<file path="src/rtl/hbdec2_pkg.sv">
package hbdec2_pkg;

    localparam int DATA_W  = 16;                       // sample width
    localparam int FRAC_SH = 5;                        // coefficient denominator 2^FRAC_SH
    localparam int GUARD_W = 3;                        // headroom bits in the sum
    localparam int N_TAPS  = 7;                        // filter length
    localparam int HIST_D  = N_TAPS - 1;               // stored past samples
    localparam int ACC_W   = DATA_W + FRAC_SH + GUARD_W;
    localparam int FILL_W  = $clog2(N_TAPS);

    typedef logic signed [DATA_W-1:0] sample_t;
    typedef logic signed [ACC_W-1:0]  acc_t;

    // Input phase within a decimation pair
    typedef enum logic {
        PH_EVEN = 1'b0,
        PH_ODD  = 1'b1
    } phase_e;

    // Pre-added symmetric operands
    typedef struct packed {
        acc_t outer;    // ends of the window, weight -1/32
        acc_t inner;    // second ring, weight 9/32
        acc_t center;   // middle sample, weight 1/2
    } pairsum_t;

    localparam acc_t HALF_LSB = acc_t'(2 ** (FRAC_SH - 1));
    localparam acc_t SAT_HI   = acc_t'((2 ** (DATA_W - 1)) - 1);
    localparam acc_t SAT_LO   = acc_t'(-(2 ** (DATA_W - 1)));

    function automatic acc_t widen(sample_t s);
        return acc_t'(s);
    endfunction

    // Round half toward +inf, drop the fraction, clamp to the sample range
    function automatic sample_t round_sat(acc_t a);
        acc_t q;
        q = (a + HALF_LSB) >>> FRAC_SH;
        if (q > SAT_HI)
            return SAT_HI[DATA_W-1:0];
        else if (q < SAT_LO)
            return SAT_LO[DATA_W-1:0];
        else
            return q[DATA_W-1:0];
    endfunction

endpackage

</file>
<file path="src/rtl/hbdec2_tapline.sv">
module hbdec2_tapline
    import hbdec2_pkg::*;
#(
    parameter int DEPTH = HIST_D
) (
    input  logic    clk,
    input  logic    rst,
    input  logic    shift_en,
    input  sample_t din,
    output sample_t taps [DEPTH]
);

    for (genvar i = 0; i < DEPTH; i++) begin : g_stage
        if (i == 0) begin : g_head
            always_ff @(posedge clk) begin
                if (rst)
                    taps[i] <= '0;
                else if (shift_en)
                    taps[i] <= din;
            end
        end else begin : g_body
            always_ff @(posedge clk) begin
                if (rst)
                    taps[i] <= '0;
                else if (shift_en)
                    taps[i] <= taps[i-1];
            end
        end
    end

endmodule

</file>
<file path="src/rtl/hbdec2_phase.sv">
module hbdec2_phase
    import hbdec2_pkg::*;
#(
    parameter int WINDOW = N_TAPS
) (
    input  logic clk,
    input  logic rst,
    input  logic in_valid,
    output logic emit
);

    localparam logic [FILL_W-1:0] FULL = FILL_W'(WINDOW - 1);

    logic [FILL_W-1:0] fill_q;
    phase_e            phase_q;

    always_ff @(posedge clk) begin
        if (rst) begin
            fill_q  <= '0;
            phase_q <= PH_EVEN;
        end else if (in_valid) begin
            if (fill_q != FULL)
                fill_q <= fill_q + 1'b1;
            phase_q <= (phase_q == PH_EVEN) ? PH_ODD : PH_EVEN;
        end
    end

    // The incoming sample completes a window and closes an output pair
    assign emit = in_valid && (fill_q == FULL) && (phase_q == PH_EVEN);

endmodule

</file>
<file path="src/rtl/hbdec2_csd_core.sv">
module hbdec2_csd_core
    import hbdec2_pkg::*;
(
    input  sample_t newest,   // window position 0
    input  sample_t w2,
    input  sample_t w3,
    input  sample_t w4,
    input  sample_t w6,
    output acc_t    acc_o     // sum scaled by 2^FRAC_SH
);

    pairsum_t ps;

    always_comb begin
        ps.outer  = widen(newest) + widen(w6);
        ps.inner  = widen(w2) + widen(w4);
        ps.center = widen(w3);
        // 9/32 -> 2^3 + 2^0 ; 1/2 -> 2^4 ; -1/32 -> -2^0   (all scaled by 32)
        acc_o = (ps.inner <<< 3) + ps.inner + (ps.center <<< 4) - ps.outer;
    end

endmodule

</file>
<file path="src/rtl/hbdec2_filter.sv">
module hbdec2_filter
    import hbdec2_pkg::*;
(
    input  logic              clk,
    input  logic              rst,
    input  logic              in_valid,
    input  logic [DATA_W-1:0] in_data,
    output logic              out_valid,
    output logic [DATA_W-1:0] out_data
);

    sample_t taps [HIST_D];
    sample_t din;
    logic    emit;
    acc_t    acc;
    logic    unused_zero_taps;

    assign din = sample_t'(in_data);

    hbdec2_tapline #(.DEPTH(HIST_D)) u_taps (
        .clk      (clk),
        .rst      (rst),
        .shift_en (in_valid),
        .din      (din),
        .taps     (taps)
    );

    hbdec2_phase #(.WINDOW(N_TAPS)) u_phase (
        .clk      (clk),
        .rst      (rst),
        .in_valid (in_valid),
        .emit     (emit)
    );

    // Window positions 1 and 5 carry zero weight and are never computed
    assign unused_zero_taps = ^{taps[0], taps[4]};

    hbdec2_csd_core u_core (
        .newest (din),
        .w2     (taps[1]),
        .w3     (taps[2]),
        .w4     (taps[3]),
        .w6     (taps[5]),
        .acc_o  (acc)
    );

    always_ff @(posedge clk) begin
        if (rst) begin
            out_valid <= 1'b0;
            out_data  <= '0;
        end else begin
            out_valid <= emit;
            if (emit)
                out_data <= round_sat(acc);
        end
    end

endmodule

</file>
<file path="config.mk">
export PLATFORM = sky130hd
export DESIGN_NAME = hbdec2_filter
export DESIGN_NICKNAME = d
export VERILOG_FILES = /design/src/rtl/hbdec2_pkg.sv /design/src/rtl/hbdec2_tapline.sv /design/src/rtl/hbdec2_phase.sv /design/src/rtl/hbdec2_csd_core.sv /design/src/rtl/hbdec2_filter.sv
export SDC_FILE = /design/constraint.sdc
export NUM_CORES = 1
export LEC_CHECK = 0
export BUFFER_PORTS_ARGS = -buffer_cell sky130_fd_sc_hd__buf_2
export CAP_MARGIN = 20
export CORE_MARGIN = 1
export CORE_UTILIZATION = 46
export DETAILED_ROUTE_END_ITERATION = 6
export HOLD_SLACK_MARGIN = 0.05
export PLACE_DENSITY = 0.72
export SYNTH_ARGS = -nofsm -noshare
export SYNTH_HDL_FRONTEND = slang
export SYNTH_SLANG_ARGS = --single-unit
</file>
<file path="constraint.sdc">
create_clock -name clk -period 6.45 [get_ports clk]
set_input_delay 0.9675 -clock clk [delete_from_list [all_inputs] [get_ports clk]]
set_output_delay 0.9675 -clock clk [all_outputs]
set_load 0.01 [all_outputs]
</file>
=== After elaboration in Yosys (flattened, before gate mapping) ===
Cells that the tools add are included.

* Bits in latches: 0
* Bits in writable memories: 0
* Word-level logic and storage cells: 28
* Bits in read-only memories: 0
* Flip-flop bits (word level): 117
* Output and inout port bits: 17
* Memories kept: 0

* Multiplexer cells: 3
* Shift operators: 0
* $mul: 0
* Reduce and logical (&&, ||, !) cells: 3
* Divide/modulo/power cells: 0
* Add/subtract/negate cells: 7
* Equality and inequality tests: 2
* Order comparisons: 2
* Bitwise gates (word level): 1

{| class="wikitable"
|+ Operators with widths
! kind !! count
|-
| 16-bit by 16-bit adder with 17-bit output || 2
|-
| 16-bit 2-to-1 mux || 2
|-
| 24-bit by 20-bit adder with 24-bit output || 1
|-
| 24-bit adder || 1
|-
| 24-bit by 6-bit adder with 24-bit output (second input constant) || 1
|-
| 24-bit subtractor || 1
|-
| 19-bit by 16-bit > comparator with 1-bit output (second input constant) || 1
|-
| 19-bit by 16-bit less-than comparator with 1-bit output (second input constant) || 1
|-
| 3-bit by 1-bit adder with 3-bit output (second input constant) || 1
|-
| 3-bit == test (second input constant) || 1
|-
| 3-bit != test (second input constant) || 1
|-
| 1-bit logical AND || 2
|-
| 2-bit AND reduction || 1
|-
| 1-bit 2-to-1 mux || 1
|-
| 1-bit inverter || 1
|}

=== Depth between registers and ports, before layout ===
Gate-level depths: netlist (run 1).

* Depth in word-level cells: 8
* Gate-level depth with buffers: 26

=== By module ===
Synthesis (run 1) repeated with hierarchy kept, for this count alone.

* Cells, all modules: 885
* Area, all modules: 8,230.4 um2

{| class="wikitable"
|+ By module, submodules not included
! module !! area each (um2) !! cells each !! times used
|-
| hbdec2_tapline || 3,429.5 || 310 || 1
|-
| hbdec2_csd_core || 3,328.2 || 411 || 1
|-
| hbdec2_filter || 1,249.9 || 144 || 1
|-
| hbdec2_phase || 222.7 || 20 || 1
|}

=== Worst setup path after synthesis (run 1) ===
OpenSTA, ideal clock, no wires.

* Kind: input-to-reg
* Start: input port in_data[0]
* End: register out_data[10]
* Data arrival time: 5.834 ns
* Slack: 0.471 ns
* Cell stages on the path: 26
* Buffers on the path: 1
* Setup time: 0.144 ns
* Cell sequence: ha_1 -> inv_1 -> fa_1 -> nor2b_1 -> o21ai_1 -> a21boi_2 -> o211ai_1 -> a31oi_1 -> nand4_1 -> a41oi_4 -> xor2_1 -> ha_1 -> inv_1 -> fa_1 -> inv_1 -> ha_1 -> ha_1 -> a21oi_1 -> o21ai_1 -> a21oi_1 -> o2bb2ai_2 -> o41ai_1 -> o31ai_1 -> o211ai_2 -> buf_6 -> o311ai_2

* Cells in the longest elaborated chain, start to end: 6

{| class="wikitable"
|+ RTL lines
! what !! RTL line !! text
|-
| from (decl) || hbdec2_filter.sv:7 || <nowiki>input logic [DATA_W-1:0] in_data,</nowiki>
|-
| 16-bit by 16-bit adder with 17-bit output * || hbdec2_csd_core.sv:15 || <nowiki>ps.outer = widen(newest) + widen(w6);</nowiki>
|-
| 24-bit subtractor * || hbdec2_csd_core.sv:19 || <nowiki>acc_o = (ps.inner <<< 3) + ps.inner + (ps.center <<< 4) - ps.outer;</nowiki>
|-
| 24-bit by 6-bit adder with 24-bit output * || hbdec2_pkg.sv:38 || <nowiki>q = (a + HALF_LSB) >>> FRAC_SH;</nowiki>
|-
| 19-bit by 16-bit less-than comparator with 1-bit output || hbdec2_pkg.sv:41 || <nowiki>else if (q < SAT_LO)</nowiki>
|-
| 16-bit 2-to-1 mux || hbdec2_pkg.sv:41 ||
|-
| 16-bit 2-to-1 mux * || hbdec2_pkg.sv:39 || <nowiki>if (q > SAT_HI)</nowiki>
|-
| to (signal assigned) || hbdec2_filter.sv:54 || <nowiki>out_data <= round_sat(acc);</nowiki>
|-
| to (decl) || hbdec2_filter.sv:9 || <nowiki>output logic [DATA_W-1:0] out_data</nowiki>
|}

Every way passes the cells marked *; elsewhere a longest branch is shown, timed or not.
A chain may end at the register's enable or synchronous reset.

=== Worst setup path after layout (run 1) ===
* Start: input port in_data[0]
* End: register out_data[3]

The elaborated chain is that of the path after synthesis.

==> run_results.csv, run 1 <==
group,metric,value,unit
die,dieArea,17400,um^2
sta,finClkSkew,0.00738,ns
critical_path,max_stage_delay,0.51,ns
yosys,synth_seq_cells,117,
critical_path,path_buf_inv,6,
drt,vias,5678,
sta,drv_slew,0,
critical_path,crit_family,"compound AO/OA/AOI/OAI gates",
die,start_util,47.1,%
die,core-area,16500,um^2
drt,antenna_left,0,
critical_path,cp-start-kind,"input pin",
drt,drcViolationCount,0,
critical_path,reg2reg_depth,22,
clocking,cts_tree,"built",
power_and_ir_drop,p_sw_share,26.3,%
finish,syn_to_final_growth,14.0,%
yosys,netlist_area,7780,um^2
grt,grt_max_degree,103,
sta,fin_crit,6.01,ns
grt,track_usage,18.5,%
finish,drive_gt1_share,13.4,%
power_and_ir_drop,power_density,228,nW/um^2
critical_path,ff2ff_setup_slack,0.52,ns
critical_path,critPathSlowestCell,"fa_1",
clocking,holdBufCountCts,0,
min_path,hold_depth,2,
finish,mostFrequentLayoutCell,"nor2_1",
power_and_ir_drop,leakage,4.37,nW
clocking,cts_buffers,17,
drt,wl_per_cell,14.0,um
min_path,hp-class,"flip-flop to flip-flop",
die,num_io_pins,36,
finish,antenna-diode-count,0,
yosys,yosys_warnings,0,
yosys,syn-instance-count,816,
min_path,worstHoldEndpoint,"out_data[0]$_SDFFE_PP0P_",
finish,mostFrequentLayoutCells,"126 x nor2_1, 117 x dfxtp_1, 97 x mux2i_1",
sta,setup_viol,0,
power_and_ir_drop,pwr-share-clk,46.4,%
finish,fin_nets,995,
critical_path,rr_endpoint,"out_data[3]$_SDFFE_PP0P_",
sta,period_share,93.1,%
grt,grt-ovfl-total,0,
critical_path,path_max_fanout,15,
clocking,htree_levels,4,
yosys,avgSynthCellArea,9.54,um^2
drt,via_per_inst,5.20,
finish,final_cells,1092,
power_and_ir_drop,p_switching,0.000532,W
sta,hold_violations,0,
drt,drt_iter0_drc,222,
yosys,synthesis.nets,950,
die,rows,47,
finish,final_core_util,53.7,%
place,dp_cells,1062,
yosys,ys.flop_type,"dfxtp_1",
min_path,hold_start,"out_data[0]$_SDFFE_PP0P_",
drt,drt-pass1-iter-count,6,
die,die_h,132,um
yosys,yosys.area.top_type_share,30.1,%
place,place_hpwl,11500,um
place,place.gp.congestion,0.841,
yosys,yosysSeqAreaShare,30.1,%
yosys,yosys.cell_types.count,64,
clocking,root_buffer,"clkbuf_16",
sta,max_clock_freq,0.166,GHz
power_and_ir_drop,pwr-share-seq,37.0,%
drt,wirelength,15300,um
critical_path,cp.arrival,6.32,ns
place,port-buffer-count,35,
grt,grt_first_pass_wirelength,25900,um
die,die_w,132,um
power_and_ir_drop,vdd_drop_max,0.183,mV
grt,grt_pass1_vias,5448,
clocking,cts_buffer_depth,2,
yosys,ys_top_cells_by_area,"dfxtp_1 30%, ha_1 14%, mux2i_1 12%",
sta,worst_slew_pin_slew,1.05,ns
power_and_ir_drop,p_int,0.00149,W
critical_path,r2r-start,"u_taps.taps[32]$_SDFFE_PP0P_",
yosys,synthArstFlopShare,0,%
clocking,cts_sinks,117,
grt,antenna_found_initial,0,
yosys,yosysTopAreaCell,"dfxtp_1",
yosys,synth_edf_count,0,
critical_path,cp_data_required_time,6.77,ns
critical_path,cp-end-kind,"flip-flop",
flow_run,maxCapViolCount,0,
sta,rsz0062_at_grt,"false",
power_and_ir_drop,p_comb_share,16.6,%
critical_path,worstSetupPathType,"input pin to flip-flop",
clocking,clk_pin_slew,0.05,ns
sta,slew_headroom,29.8,%
clocking,clock_latency,0.42,ns
critical_path,cp_num_cells,27,
outcome,status,"complete, no violations",
==> worst max-delay path by stage <==
stage / from / endpoint
global route: in_data[0] / out_data[0]$_SDFFE_PP0P_
CTS: in_data[1] / out_data[13]$_SDFFE_PP0P_
floorplan: in_data[0] / out_data[10]$_SDFFE_PP0P_
detailed placement: in_data[1] / out_data[13]$_SDFFE_PP0P_
finish: in_data[0] / out_data[3]$_SDFFE_PP0P_
global placement: in_data[1] / out_data[13]$_SDFFE_PP0P_
==> stage by stage <==
step | hold slack (ns) | total power, W | instance area [um^2] | setup TNS (ns) | worst slack [ns]
after global placement | 0.458 | 0.00109 | 8270 | -2.73 | -0.209
after detailed placement | 0.462 | 0.00110 | 8270 | -4.43 | -0.322
after CTS | 0.474 | 0.00204 | 8860 | 0 | 0.115
after global routing | 0.503 | 0.00212 | 8880 | 0 | 0.0195
final | 0.470 | 0.00202 | 8880 | 0 | 0.443
after floorplan | 0.460 | 0.00102 | 7780 | 0 | 0.471
==> synth_stat cells (all sizes together) (5+ instances only) <==
cell	number
o21ai	14
xnor2	24
o311ai	14
o21bai	6
a21oi	32
and3	7
buf	12
nor3	13
clkbuf	16
xor2	22
inv	72
nor2	126
fa	31
o211ai	8
dfxtp	117
or3	5
nor2b	6
a21boi	5
a21o	12
mux2i	97
nand2	27
ha	84
a31oi	5
nand3	9
==> state kept, by name, summed over array words and instances (netlist names) <==
| register | count |
|---|---|
| u_taps.taps | 96 |
| u_phase.phase_q | 1 |
| out_valid | 1 |
| out_data | 16 |
| u_phase.fill_q | 3 |
==> cell families after synthesis <==
| group | count (synthesis) | share of synthesized area [%] |
|---|---|---|
| buf+inv | 100 | 5.06 |
| flops | 117 | 30.1 |
| mux | 98 | 12.6 |
| simple gates | 217 | 12.7 |
| fa+ha+maj | 115 | 21.5 |
| compound gates | 123 | 12.8 |
| xor+xnor | 46 | 5.18 |
==> timing repair <==
item,in CTS,in global routing
setup buffers,0,0
endpoints found under the setup margin,0,15
resized for setup,0,3
==> layout make-up <==
| class | instances | area (um^2) |
|---|---|---|
| clock buffers | 22 | 494 |
| clock inverters | 8 | 98.8 |
| fillers | 1468 | 7650 |
| inverters | 72 | 270 |
| multi-input cells | 599 | 5060 |
| flip-flops and latches | 117 | 2340 |
| well taps | 220 | 275 |
| repair buffers | 54 | 335 |
==> worst min-delay path: cells and delay by family, from the launching register on <==
kind	cells	cell delay [ns]
AND/OR/NAND/NOR	1	0.05
AO/OA/AOI/OAI	1	0.07
flip-flops	1	0.32
==> power groups by stage <==
| stage | clock (W) | combinational (W) | sequential (W) |
|---|---|---|---|
| floorplan | 0 | 0.000259 | 0.000761 |
| global placement | 0 | 0.000326 | 0.000764 |
| detailed placement | 0 | 0.000331 | 0.000764 |
| CTS | 0.000957 | 0.000336 | 0.000749 |
| global route | 0.000993 | 0.000379 | 0.000751 |
| finish | 0.000940 | 0.000336 | 0.000749 |
==> per-layer routing <==
metal,vias to the layer above,wire (um),track usage (%)
met5,-,0,0
met4,0,328,8.33
met3,26,414,3.84
met2,73,6580,27.7
met1,2667,8000,25.6
li1,2912,-,-
Power figures use the tool's default switching activity.
==> run 2, diff against run 1 <==
Settings changed: CORE_UTILIZATION 46 to 25, PLACE_DENSITY 0.72 to 0.48.
==> run 2 against run 1 <==
  * First-iteration DRC count decreased by 8.1%
  * Critical path depth decreased by 1
  * Utilization is 24 points lower
  * Clock skew is 0.0019 ns higher
  * Global-route usage down 7.3 points
  * Maximum frequency up 0.17%
  * Setup slack better by 0.010 ns
  * Sequential power about the same
  * Design area up 3.4%
  * Die area grew 83%
  * Count of clock-buffer cells in the layout decreased by 3
  * Clock power shrank 2.2%
  * Critical path type unchanged
  * Critical endpoint is now out_data[0]$_SDFFE_PP0P_
  * Largest power group unchanged
==> run_results.csv, run 2 (synthesis results as in run 1) <==
group,metric,value,unit
critical_path,r2r-start,"u_taps.taps[32]$_SDFFE_PP0P_",
critical_path,cp-end-kind,"flip-flop",
finish,fillers,3255,
die,num_io_pins,36,
clocking,root_buffer,"clkbuf_16",
finish,mostFrequentLayoutCells,"126 x nor2_1, 117 x dfxtp_1, 97 x mux2i_1",
finish,syn_to_final_growth,18.0,%
sta,rsz0062_at_grt,"false",
critical_path,cp.arrival,6.31,ns
clocking,holdBufCountCts,0,
drt,antenna_left,0,
finish,final_cells,1285,
critical_path,path_buf_inv,4,
place,dp_cells,1253,
grt,grt_pass1_vias,5442,
finish,drive_gt1_share,15.0,%
clocking,clock_latency,0.42,ns
sta,slew_headroom,34.8,%
critical_path,crit_family,"compound AO/OA/AOI/OAI gates",
sta,drv_slew,0,
finish,top_regs,"u_taps.taps x96, out_data x16, u_phase.fill_q x3",
critical_path,rr_endpoint,"out_data[0]$_SDFFE_PP0P_",
grt,grt_first_pass_wirelength,28200,um
flow_run,maxCapViolCount,0,
clocking,cts_tree,"built",
drt,vias,5638,
place,post_dp_cell_area,8600,um^2
power_and_ir_drop,p_switching,0.000586,W
drt,drt_iter0_drc,204,
die,die_h,178,um
place,post-place-ws,-0.411,ns
place,place.gp.congestion,0.765,
critical_path,critPathSlowestCell,"fa_1",
sta,period_share,93.0,%
critical_path,ff2ff_setup_slack,0.47,ns
die,dieArea,31800,um^2
finish,mostFrequentLayoutCell,"nor2_1",
place,port-buffer-count,35,
clocking,cts_buffers,17,
finish,stdcell_area,9180,um^2
sta,setup_slack,0.453,ns
sta,max_clock_freq,0.167,GHz
clocking,cts_buffer_depth,2,
power_and_ir_drop,pwr-share-seq,37.1,%
critical_path,worstSetupPathType,"input pin to flip-flop",
min_path,hp-class,"flip-flop to flip-flop",
sta,setup_viol,0,
grt,grt_max_degree,90,
die,core-area,30600,um^2
finish,fin_nets,1010,
die,die_w,178,um
power_and_ir_drop,p_comb_share,17.3,%
sta,finClkSkew,0.00924,ns
finish,largest_reg_flops,96,
drt,via_per_inst,4.39,
critical_path,path_max_fanout,15,
critical_path,max_stage_delay,0.50,ns
power_and_ir_drop,p_int,0.00143,W
power_and_ir_drop,vdd_drop_max,0.170,mV
place,place_hpwl,13100,um
clocking,postCtsSetupRepairBufs,0,
power_and_ir_drop,leakage,4.41,nW
finish,antenna-diode-count,0,
sta,hold_violations,0,
grt,track_usage,11.2,%
outcome,status,"complete, no violations",
sta,whs,0.477,ns
critical_path,crit_top_cell,"ha_1",
finish,top_register,"u_taps.taps",
clocking,cts_sinks,117,
sta,worst_slew_pin_slew,0.978,ns
finish,ff_latch_area,2340,um^2
power_and_ir_drop,pwr-share-clk,45.6,%
critical_path,cp-start-kind,"input pin",
die,start_util,25.4,%
min_path,worstHoldEndpoint,"out_data[14]$_SDFFE_PP0P_",
clocking,htree_levels,4,
power_and_ir_drop,p_sw_share,29.0,%
min_path,hold_depth,2,
drt,drt-pass1-iter-count,4,
drt,wl_per_cell,13.2,um
grt,grt-ovfl-total,0,
drt,wirelength,17000,um
min_path,hold_start,"out_data[14]$_SDFFE_PP0P_",
power_and_ir_drop,power_density,220,nW/um^2
grt,antenna_found_initial,0,
die,rows,64,
critical_path,reg2reg_depth,22,
clocking,clk_pin_slew,0.06,ns
drt,drcViolationCount,0,
critical_path,cp_data_required_time,6.77,ns
finish,multiInputGateArea,5060,um^2
sta,fin_crit,6.00,ns
## run 2: cell count changes in the layout (fill, tap and decap cells not counted)
cell,delta
clkbuf_8,-4
clkinv_2,-1
clkinv_4,+2
clkbuf_1,+1
clkinvlp_4,+2
inv_6,+3
buf_4,+15
bufinv_16,-1
## run 2: metrics by stage
stage               setup TNS [ns]  power (W)  util, %
floorplan                        0    0.00102        -
global placement             -5.39    0.00112     28.1
detailed placement           -5.72    0.00112     28.1
CTS                              0    0.00205     30.0
global route                     0    0.00213     30.0
finish                           0    0.00202     30.0
## run 2: final cells by class
| cell class | count | area share [%] |
|---|---|---|
| Multi-Input combinational cell | 599 | 55.1 |
| Timing Repair Buffer | 69 | 4.88 |
| Tap cell | 396 | 5.40 |
| Clock buffer | 19 | 4.82 |
| Clock inverter | 13 | 1.34 |
| Sequential cell | 117 | 25.5 |
| Inverter | 72 | 2.94 |
## run 2: worst max-delay path by stage
| stage | start | slack [ns] | end | cells after the start |
|---|---|---|---|---|
| after CTS | in_data[1] | 0.02 | out_data[13]$_SDFFE_PP0P_ | 25 |
| final | in_data[0] | 0.45 | out_data[0]$_SDFFE_PP0P_ | 26 |
| after floorplan | in_data[0] | 0.47 | out_data[10]$_SDFFE_PP0P_ | 26 |
| after global routing | in_data[2] | 0.007 | out_data[2]$_SDFFE_PP0P_ | 25 |
| after detailed placement | in_data[1] | -0.41 | out_data[13]$_SDFFE_PP0P_ | 25 |
| after global placement | in_data[1] | -0.39 | out_data[13]$_SDFFE_PP0P_ | 25 |
## run 2: worst min-delay path, delay by kind of cell, from the launching register on
kind | cells | cell delay, ns
flip-flops | 1 | 0.32
AND/OR/NAND/NOR | 1 | 0.07
AO/OA/AOI/OAI | 1 | 0.06
## run 2: layer usage
layer | share of wire, % | up-vias | GRT usage [%]
met2 | 40 | 70 | 16.2
met5 | 0 | - | 0
li1 | - | 2937 | -
met4 | 1.0 | 0 | 3.39
met1 | 56 | 2617 | 16.6
met3 | 2.9 | 14 | 2.11
## run 2: what timing repair did
action,CTS,global route
endpoints found under the setup margin,0,15
hold endpoints to repair,0,0
gates resized for setup,0,3
## run 2: power groups by stage
stage               clock (W)  sequential [W]  combinational (W)
finish               0.000919        0.000749           0.000349
global placement            0        0.000765           0.000351
CTS                  0.000950        0.000749           0.000355
detailed placement          0        0.000765           0.000351
floorplan                   0        0.000761           0.000259
global route         0.000979        0.000751           0.000399
